[src/rtl/flpe_pkg.sv]
package flpe_pkg;

    localparam int ST_W  = 3;
    localparam int EVT_W = 4;

    typedef enum logic [ST_W-1:0] {
        ST_HWPROT  = 3'd0,
        ST_NORMAL  = 3'd1,
        ST_PROG    = 3'd2,
        ST_ERASE   = 3'd3,
        ST_ERRPROT = 3'd4,
        ST_SSTBY   = 3'd5,
        ST_ERRSTBY = 3'd6
    } guard_state_e;

    typedef struct packed {
        logic rd;
        logic vfy;
        logic prg;
        logic ers;
    } access_t;

    typedef struct packed {
        logic prog;
        logic erase;
        logic stby_enter;
        logic stby_exit;
    } ctrl_t;

    function automatic logic is_writing(guard_state_e s);
        return (s == ST_PROG) || (s == ST_ERASE);
    endfunction

    function automatic logic is_err(guard_state_e s);
        return (s == ST_ERRPROT) || (s == ST_ERRSTBY);
    endfunction

    function automatic access_t access_of(guard_state_e s);
        access_t a;
        a = '0;
        case (s)
            ST_NORMAL:  a = '{rd: 1'b1, vfy: 1'b1, prg: 1'b1, ers: 1'b1};
            ST_PROG:    a = '{rd: 1'b0, vfy: 1'b0, prg: 1'b1, ers: 1'b0};
            ST_ERASE:   a = '{rd: 1'b0, vfy: 1'b0, prg: 1'b0, ers: 1'b1};
            ST_ERRPROT: a = '{rd: 1'b1, vfy: 1'b1, prg: 1'b0, ers: 1'b0};
            default:    a = '0;
        endcase
        return a;
    endfunction

endpackage

[src/rtl/flpe_event_merge.sv]
module flpe_event_merge #(
    parameter int                      EVT_W  = flpe_pkg::EVT_W,
    parameter logic [EVT_W-1:0]        EVT_EN = '1
) (
    input  logic [EVT_W-1:0] evt_i,
    input  logic             armed_i,
    output logic             hit_o
);
    logic [EVT_W-1:0] gated;

    for (genvar g = 0; g < EVT_W; g++) begin : g_evt
        if (EVT_EN[g]) begin : g_on
            assign gated[g] = evt_i[g] & armed_i;
        end else begin : g_off
            assign gated[g] = 1'b0;
        end
    end

    assign hit_o = |gated;

    always_comb begin

        evt_unarmed_chk: assert (armed_i || !hit_o);
    end
endmodule

[src/rtl/flpe_state_ctrl.sv]
module flpe_state_ctrl
    import flpe_pkg::*;
(
    input  logic         clk,
    input  logic         rst_i,
    input  logic         hstby_n_i,
    input  ctrl_t        ctrl_i,
    input  logic         evt_hit_i,
    output guard_state_e state_o,
    output logic         clr_o
);
    guard_state_e state_q, state_d;
    logic         clr_q;

    always_comb begin
        state_d = state_q;
        case (state_q)
            ST_HWPROT: state_d = ST_NORMAL;
            ST_NORMAL: begin
                if (ctrl_i.stby_enter)  state_d = ST_SSTBY;
                else if (ctrl_i.prog)   state_d = ST_PROG;
                else if (ctrl_i.erase)  state_d = ST_ERASE;
            end
            ST_PROG: begin
                if (evt_hit_i || ctrl_i.stby_enter) state_d = ST_ERRPROT;
                else if (!ctrl_i.prog)
                    state_d = ctrl_i.erase ? ST_ERASE : ST_NORMAL;
            end
            ST_ERASE: begin
                if (evt_hit_i || ctrl_i.stby_enter) state_d = ST_ERRPROT;
                else if (!ctrl_i.erase)
                    state_d = ctrl_i.prog ? ST_PROG : ST_NORMAL;
            end
            ST_ERRPROT: if (ctrl_i.stby_enter) state_d = ST_ERRSTBY;
            ST_SSTBY:   if (ctrl_i.stby_exit)  state_d = ST_NORMAL;
            ST_ERRSTBY: if (ctrl_i.stby_exit)  state_d = ST_ERRPROT;
            default:    state_d = ST_HWPROT;
        endcase
        if (!hstby_n_i) state_d = ST_HWPROT;
    end

    always_ff @(posedge clk) begin
        if (rst_i) begin
            state_q <= ST_HWPROT;
            clr_q   <= 1'b1;
        end else begin
            state_q <= state_d;
            clr_q   <= (state_d == ST_HWPROT) ||
                       ((state_d == ST_ERRPROT) && is_writing(state_q));
        end
    end

    assign state_o = state_q;
    assign clr_o   = clr_q;


    hwstby_prot_chk: assert property (@(posedge clk) disable iff (rst_i)
        !hstby_n_i |=> (state_q == ST_HWPROT));


    evt_err_chk: assert property (@(posedge clk) disable iff (rst_i)
        (is_writing(state_q) && evt_hit_i && hstby_n_i) |=> (state_q == ST_ERRPROT));


    err_sticky_chk: assert property (@(posedge clk) disable iff (rst_i)
        (is_err(state_q) && hstby_n_i) |=> is_err(state_q));


    normal_quiet_chk: assert property (@(posedge clk) disable iff (rst_i)
        (state_q == ST_NORMAL && hstby_n_i && !ctrl_i.prog && !ctrl_i.erase
         && !ctrl_i.stby_enter) |=> (state_q == ST_NORMAL));


    clr_single_chk: assert property (@(posedge clk) disable iff (rst_i)
        (clr_q && state_q == ST_ERRPROT) |=> (!clr_q || state_q == ST_HWPROT));


    clr_on_err_chk: assert property (@(posedge clk) disable iff (rst_i)
        (is_writing(state_q) && state_d == ST_ERRPROT) |=> clr_q);
endmodule

[src/rtl/flpe_access_decode.sv]
module flpe_access_decode
    import flpe_pkg::*;
(
    input  guard_state_e state_i,
    output access_t      acc_o,
    output logic         err_o
);
    assign acc_o = access_of(state_i);
    assign err_o = is_err(state_i);

    always_comb begin

        err_nowrite_chk: assert (!(err_o && (acc_o.prg || acc_o.ers)));
    end
endmodule

[src/rtl/flash_guard.sv]
module flash_guard
    import flpe_pkg::*;
#(
    parameter logic [EVT_W-1:0] EVT_EN = '1
) (
    input  logic            clk,
    input  logic            rst_i,
    input  logic            hstby_n_i,
    input  logic            prog_en_i,
    input  logic            erase_en_i,
    input  logic            sstby_enter_i,
    input  logic            sstby_exit_i,
    input  logic            ev_read_i,
    input  logic            ev_exc_i,
    input  logic            ev_sleep_i,
    input  logic            ev_busloss_i,
    output logic            err_o,
    output logic            rd_ok_o,
    output logic            vfy_ok_o,
    output logic            prg_ok_o,
    output logic            ers_ok_o,
    output logic            regs_clr_o,
    output logic [ST_W-1:0] state_o
);
    guard_state_e     state;
    ctrl_t            ctrl;
    access_t          acc;
    logic [EVT_W-1:0] evt;
    logic             evt_hit;

    assign ctrl = '{prog: prog_en_i, erase: erase_en_i,
                    stby_enter: sstby_enter_i, stby_exit: sstby_exit_i};
    assign evt  = {ev_busloss_i, ev_sleep_i, ev_exc_i, ev_read_i};

    flpe_event_merge #(.EVT_W(EVT_W), .EVT_EN(EVT_EN)) u_evt (
        .evt_i   (evt),
        .armed_i (is_writing(state)),
        .hit_o   (evt_hit)
    );

    flpe_state_ctrl u_ctrl (
        .clk       (clk),
        .rst_i     (rst_i),
        .hstby_n_i (hstby_n_i),
        .ctrl_i    (ctrl),
        .evt_hit_i (evt_hit),
        .state_o   (state),
        .clr_o     (regs_clr_o)
    );

    flpe_access_decode u_dec (
        .state_i (state),
        .acc_o   (acc),
        .err_o   (err_o)
    );

    assign rd_ok_o  = acc.rd;
    assign vfy_ok_o = acc.vfy;
    assign prg_ok_o = acc.prg;
    assign ers_ok_o = acc.ers;
    assign state_o  = state;
endmodule

[config.mk]
export PLATFORM = sky130hd
export DESIGN_NAME = flash_guard
export DESIGN_NICKNAME = d
export VERILOG_FILES = /design/src/rtl/flpe_pkg.sv /design/src/rtl/flpe_event_merge.sv /design/src/rtl/flpe_state_ctrl.sv /design/src/rtl/flpe_access_decode.sv /design/src/rtl/flash_guard.sv
export SDC_FILE = /design/constraint.sdc
export NUM_CORES = 1
export LEC_CHECK = 0
export ABC_AREA = 1
export BUFFER_PORTS_ARGS = -buffer_cell sky130_fd_sc_hd__buf_2
export CORE_AREA = 4 4 41 43
export DETAILED_ROUTE_END_ITERATION = 8
export DIE_AREA = 0 0 45 47
export PLACE_DENSITY = 0.53
export SKIP_CTS_REPAIR_TIMING = 1
export SLEW_MARGIN = 5
export SYNTH_ARGS = -nofsm -noshare
export SYNTH_HDL_FRONTEND = slang
export SYNTH_SLANG_ARGS = --single-unit
[constraint.sdc]
create_clock -name clk -period 1.62 [get_ports clk]
set_clock_uncertainty 0.05 [all_clocks]
set_input_delay 0.243 -clock clk [delete_from_list [all_inputs] [get_ports clk]]
set_output_delay 0.243 -clock clk [all_outputs]
set_load 0.03 [all_outputs]
# --- Yosys cells after proc, flatten, opt, wreduce, memory -nomap -nowiden ---
# Cells that the tools add are included.
word_totals:
  in_bits: 11
  regBits: 4
  output_inout_bits: 9
  word_cells: 36
classes:
  eq_ne: 7
  mux: 15
  bitwise: 4
  n_reduce_logical: 8
ops:
  columns: ["cell", "n"]
  rows:
  - ["$mux W3", 11]
  - ["$pmux W3 S7", 1]
  - ["$pmux W4 S4", 1]
  - ["$eq A3 B3 Y1 const B", 4]
  - ["$eq A3 B2 Y1 const B", 2]
  - ["$logic_not A3 Y1", 2]
  - ["$and A1 B1 Y1", 4]
  - ["$logic_or A1 B1 Y1", 4]
  - ["$mux W2", 2]
  - ["$reduce_or A4 Y1", 1]
  - ["$eq A3 B1 Y1 const B", 1]
  - ["$logic_and A1 B1 Y1", 1]

# --- Longest topological paths before layout ---
depth:
  depth_word: 11
  depth_mapped: 8
  ltp_nobuf: 8

# --- Modules after synthesis ---
# A second synthesis with hierarchy kept.
unflattened:
  cells_unflattened: 69
  hier_area_um2: 370.4
modules_own_cells:
  columns: ["module", "seq_area_each_um2", "area_per_inst_um2", "cells_per_inst", "instances"]
  rows:
  - ["flpe_state_ctrl", 80.1, 290.3, 52, 1]
  - ["flpe_access_decode", 0.0, 56.3, 12, 1]
  - ["flpe_event_merge", 0.0, 13.8, 3, 1]
  - ["flash_guard", 0.0, 10.0, 2, 1]

# --- Worst setup path before layout ---
# Ideal clock, no wire load.
synth_path:
  kind: "register to output"
  startpoint: "reg u_ctrl.state_q[2] (netlist: u_ctrl.state_o[2])"
  endpoint: "out vfy_ok_o"
  stages_incl_launch_ff: 4
  arrival_time_ns: 1.799
  path_slack_ns: -0.472
  t_required_ns: 1.327
  path_buffers: 1
  cell_sequence: "dfxtp_1 -> nand2_2 -> o21ai_0 -> buf_4"
synth_via:
  elab_chain_cells: 2
  elab_cells_between_ends: 5
  cone_classes: "eq/ne: 4; mux: 1"
synth_lines:
  columns: ["element", "line", "text"]
  rows:
  - ["from (decl)", "flpe_state_ctrl.sv:12", "guard_state_e state_q, state_d;"]
  - ["from (signal assigned)", "flpe_state_ctrl.sv:47", "state_q <= state_d;"]
  - ["$eq A3 B3 Y1, or another cell as far along", "flpe_pkg.sv:41", "case (s)"]
  - ["$pmux W4 S4 *", "flpe_pkg.sv:41", null]
  - ["to (decl)", "flash_guard.sv:19", "output logic vfy_ok_o,"]
# Mark *: on every way between the ends. The rest lies on a longest branch, timed or not.

# --- Final worst setup path ---
layout_path:
  startpoint: "reg u_ctrl.state_q[0] (netlist: u_ctrl.state_o[0])"
  endpoint: "out rd_ok_o"
layout_via:
  elab_chain_cells: 2
  elab_cells_between_ends: 5
  cone_classes: "eq/ne: 4; mux: 1"
layout_lines:
  columns: ["element", "line", "text"]
  rows:
  - ["$eq A3 B3 Y1, or another cell as far along", "flpe_pkg.sv:41", null]
  - ["$pmux W4 S4 *", "flpe_pkg.sv:41", null]
  - ["to (decl)", "flash_guard.sv:18", "output logic rd_ok_o,"]
# Marked as above.

==> results.toml <==
[status]
outcome = "completed"

[clocking]
clk_latency_ps = 230
clk_pin_slew_ps = 40
h-tree-depth = 1
cts_root_buffer = "clkbuf_4"
clkSinkCount = 4
cts_made_buffers = 3
cts_tree = "done"
cts_buffer_depth = 2

[timing]
tightest_slew_ps = 234
timing.fmax_mhz = 690
fin_ws_ps = 171
slew_violations = 0
hold_viol = 0
post-route-period-util_pct = 89.4
finalSetupViolations = 0
period_needed_ps = 1450
grt_setup_unrepaired = "no"
tns_ps = 0
slew_headroom_pct = 84.3

[power]
totalPowerFinal_mw = 0.331
seqPwrFrac_pct = 33.5
p_switching_mw = 0.110
p_leak_nw = 0.268
ir_drop_v = 0.000359
pwr-share-clk_pct = 36.6
swShare_pct = 33.3
power.internal_mw = 0.221
power_density_nw_per_um2 = 713
comb_power_share_pct = 29.8

[global_routing]
antenna_found_initial = 0
grt_max_degree = 10
grt_util_all_layers_pct = 10.5
grt-ovfl-total = 0
grt_pass1_vias = 390
grt_pass1_wl_mm = 1.58

[setup_path]
r2r_slack_ps = 440
critPathMaxStageDelay_ps = 340
cp-start-kind = "flop"
crit_family = "flip-flops"
critPathKind = "reg2out"
crit_chain = "inv_1 > nor2_4 > nand2_1 > o21ai_2 > buf_2"
worst-path-max-fanout = 4
worstPathRequired_ps = 1330
r2r_cells = 6
critPathCaptureType = "output pin"
cp_num_buf_inv = 2
r2r-end = "u_ctrl.clr_o"
cpMaxStageDelayCell = "dfxtp_2"
arrival_ps = 1160
rr_startpoint = "u_ctrl.state_o[0]"

[detailed_routing]
routed_wl_um = 879
first_pass_iters = 2
initialDrtViolationCount = 5
ant_nets = 0
vias_per_cell = 4.32
wire_per_inst_um = 9.66
drt_drc_violations_left = 0
via_count = 393

[placed_design]
io_buffer_count = 19
globalplace.congestion = 0.758
dp_hpwl_um = 759
pre_cts_slack_ps = 315
placed_cell_area_um2 = 440

[cells_and_area]
fin_nets = 89
layout-drive-gt1-share_pct = 44.7
diodes = 0
postLayoutCoreUtil_pct = 35.7
final_cell_area_um2 = 464
fillers = 156
syn_to_final_growth_pct = 43.8
seq_area_um2 = 83.8
multi_input_area_um2 = 203

[floorplan]
io_pins = 20
placementRows = 13
die-height_um = 47
dieWidth_um = 45
fp.coreArea_um2 = 1300
dieArea_um2 = 2120
start_util_pct = 24.8

[worst_hold_path]
whs_endpoint = "u_ctrl.state_o[0]"
hp-start = "prog_en_i"
holdPathStages = 4
hold_path.class = "in2reg"

[synthesis]
syn-num-nets = 66
postSynthCellCount = 55
synth-seq-cells = 4
synth_warnings = 0
seq_area_frac_synth_pct = 24.8
synth.avg_cell_area_um2 = 5.87
synthDistinctLibCells = 14
synth_area_um2 = 323

[job]
maxCapViolations = 0
registers in the layout, indices dropped and copies added (netlist names):
register        flops
u_ctrl.clr_o        1
u_ctrl.state_o      3
logic make-up after synthesis:
family,Yosys count,synth area share [%]
buffers and inverters,12,15.1
AND/OR/NAND/NOR,32,45.3
flip-flops,4,24.8
AO/OA/AOI/OAI,7,14.7
power by group through the flow:
| stage | combinational, mW | sequential [mW] | clock [mW] |
|---|---|---|---|
| after global routing | 0.109 | 0.112 | 0.134 |
| after CTS | 0.0999 | 0.111 | 0.130 |
| after floorplan | 0.0583 | 0.123 | 0 |
| after global placement | 0.100 | 0.113 | 0 |
| after detailed placement | 0.0997 | 0.112 | 0 |
| final | 0.0987 | 0.111 | 0.121 |
cell usage after synthesis:
library cell | instances | area (um2)
a21oi_1 | 3 | 15.0
inv_1 | 10 | 37.5
nor2_1 | 4 | 15.0
buf_4 | 1 | 7.51
nand2_2 | 3 | 18.8
dfxtp_1 | 4 | 80.1
a21oi_4 | 1 | 16.3
a31oi_1 | 1 | 6.26
inv_2 | 1 | 3.75
nand3_1 | 9 | 45.0
nand2_1 | 13 | 48.8
o21ai_1 | 1 | 5.00
nor2_2 | 3 | 18.8
o21ai_0 | 1 | 5.00
metal layers:
metal | wire length, um | global-route usage [%]
met5 | 0 | 0
met4 | 0 | 8.77
met3 | 80 | 1.53
met1 | 407 | 13.2
met2 | 391 | 15.8
final cells by class:
type	instances	share of cell area (%)
sequential	4	18.1
multi-input combinational	39	43.7
inverter	11	8.89
timing repair buffer	19	20.5
clock buffer	3	4.85
tap	15	4.04
layout by cell type, fill, tap and decap left out:
cell and instances:
a21oi_1 3, a21oi_4 1, a31oi_1 1, buf_2 19, clkbuf_4 3, dfxtp_1 1, dfxtp_2 3, inv_1 10
inv_2 1, nand2_1 13, nand2_2 3, nand3_1 9, nor2_1 4, nor2_2 2, nor2_4 1, o21ai_1 1
o21ai_2 1
worst reg2reg max path, delay by kind of cell, from the launching register on:
| kind | cells | cell delay, ps |
|---|---|---|
| buffers and inverters | 1 | 130 |
| flip-flops | 1 | 320 |
| AO/OA/AOI/OAI | 3 | 420 |
| AND/OR/NAND/NOR | 2 | 150 |
how the worst max path moves through the flow:
stage | slack [ps] | start | endpoint | depth (start not counted)
final | 170 | u_ctrl.state_o[0] | rd_ok_o | 5
after global routing | 80 | u_ctrl.state_o[0] | prg_ok_o | 4
after CTS | 90 | u_ctrl.state_o[1] | rd_ok_o | 4
after detailed placement | 320 | u_ctrl.state_o[1] | u_ctrl.clr_o | 7
after global placement | 380 | u_ctrl.state_o[1] | u_ctrl.clr_o | 7
after floorplan | 30 | u_ctrl.state_o[0] | vfy_ok_o | 5
stage by stage:
| step | std cells | hold WS (ps) |
|---|---|---|
| CTS | 91 | 263 |
| global route | 91 | 283 |
| detailed placement | 88 | 514 |
| floorplan | 55 | 373 |
| finish | 91 | 272 |
| global placement | 88 | 507 |
Note: power is estimated with default switching activity, not from simulation.
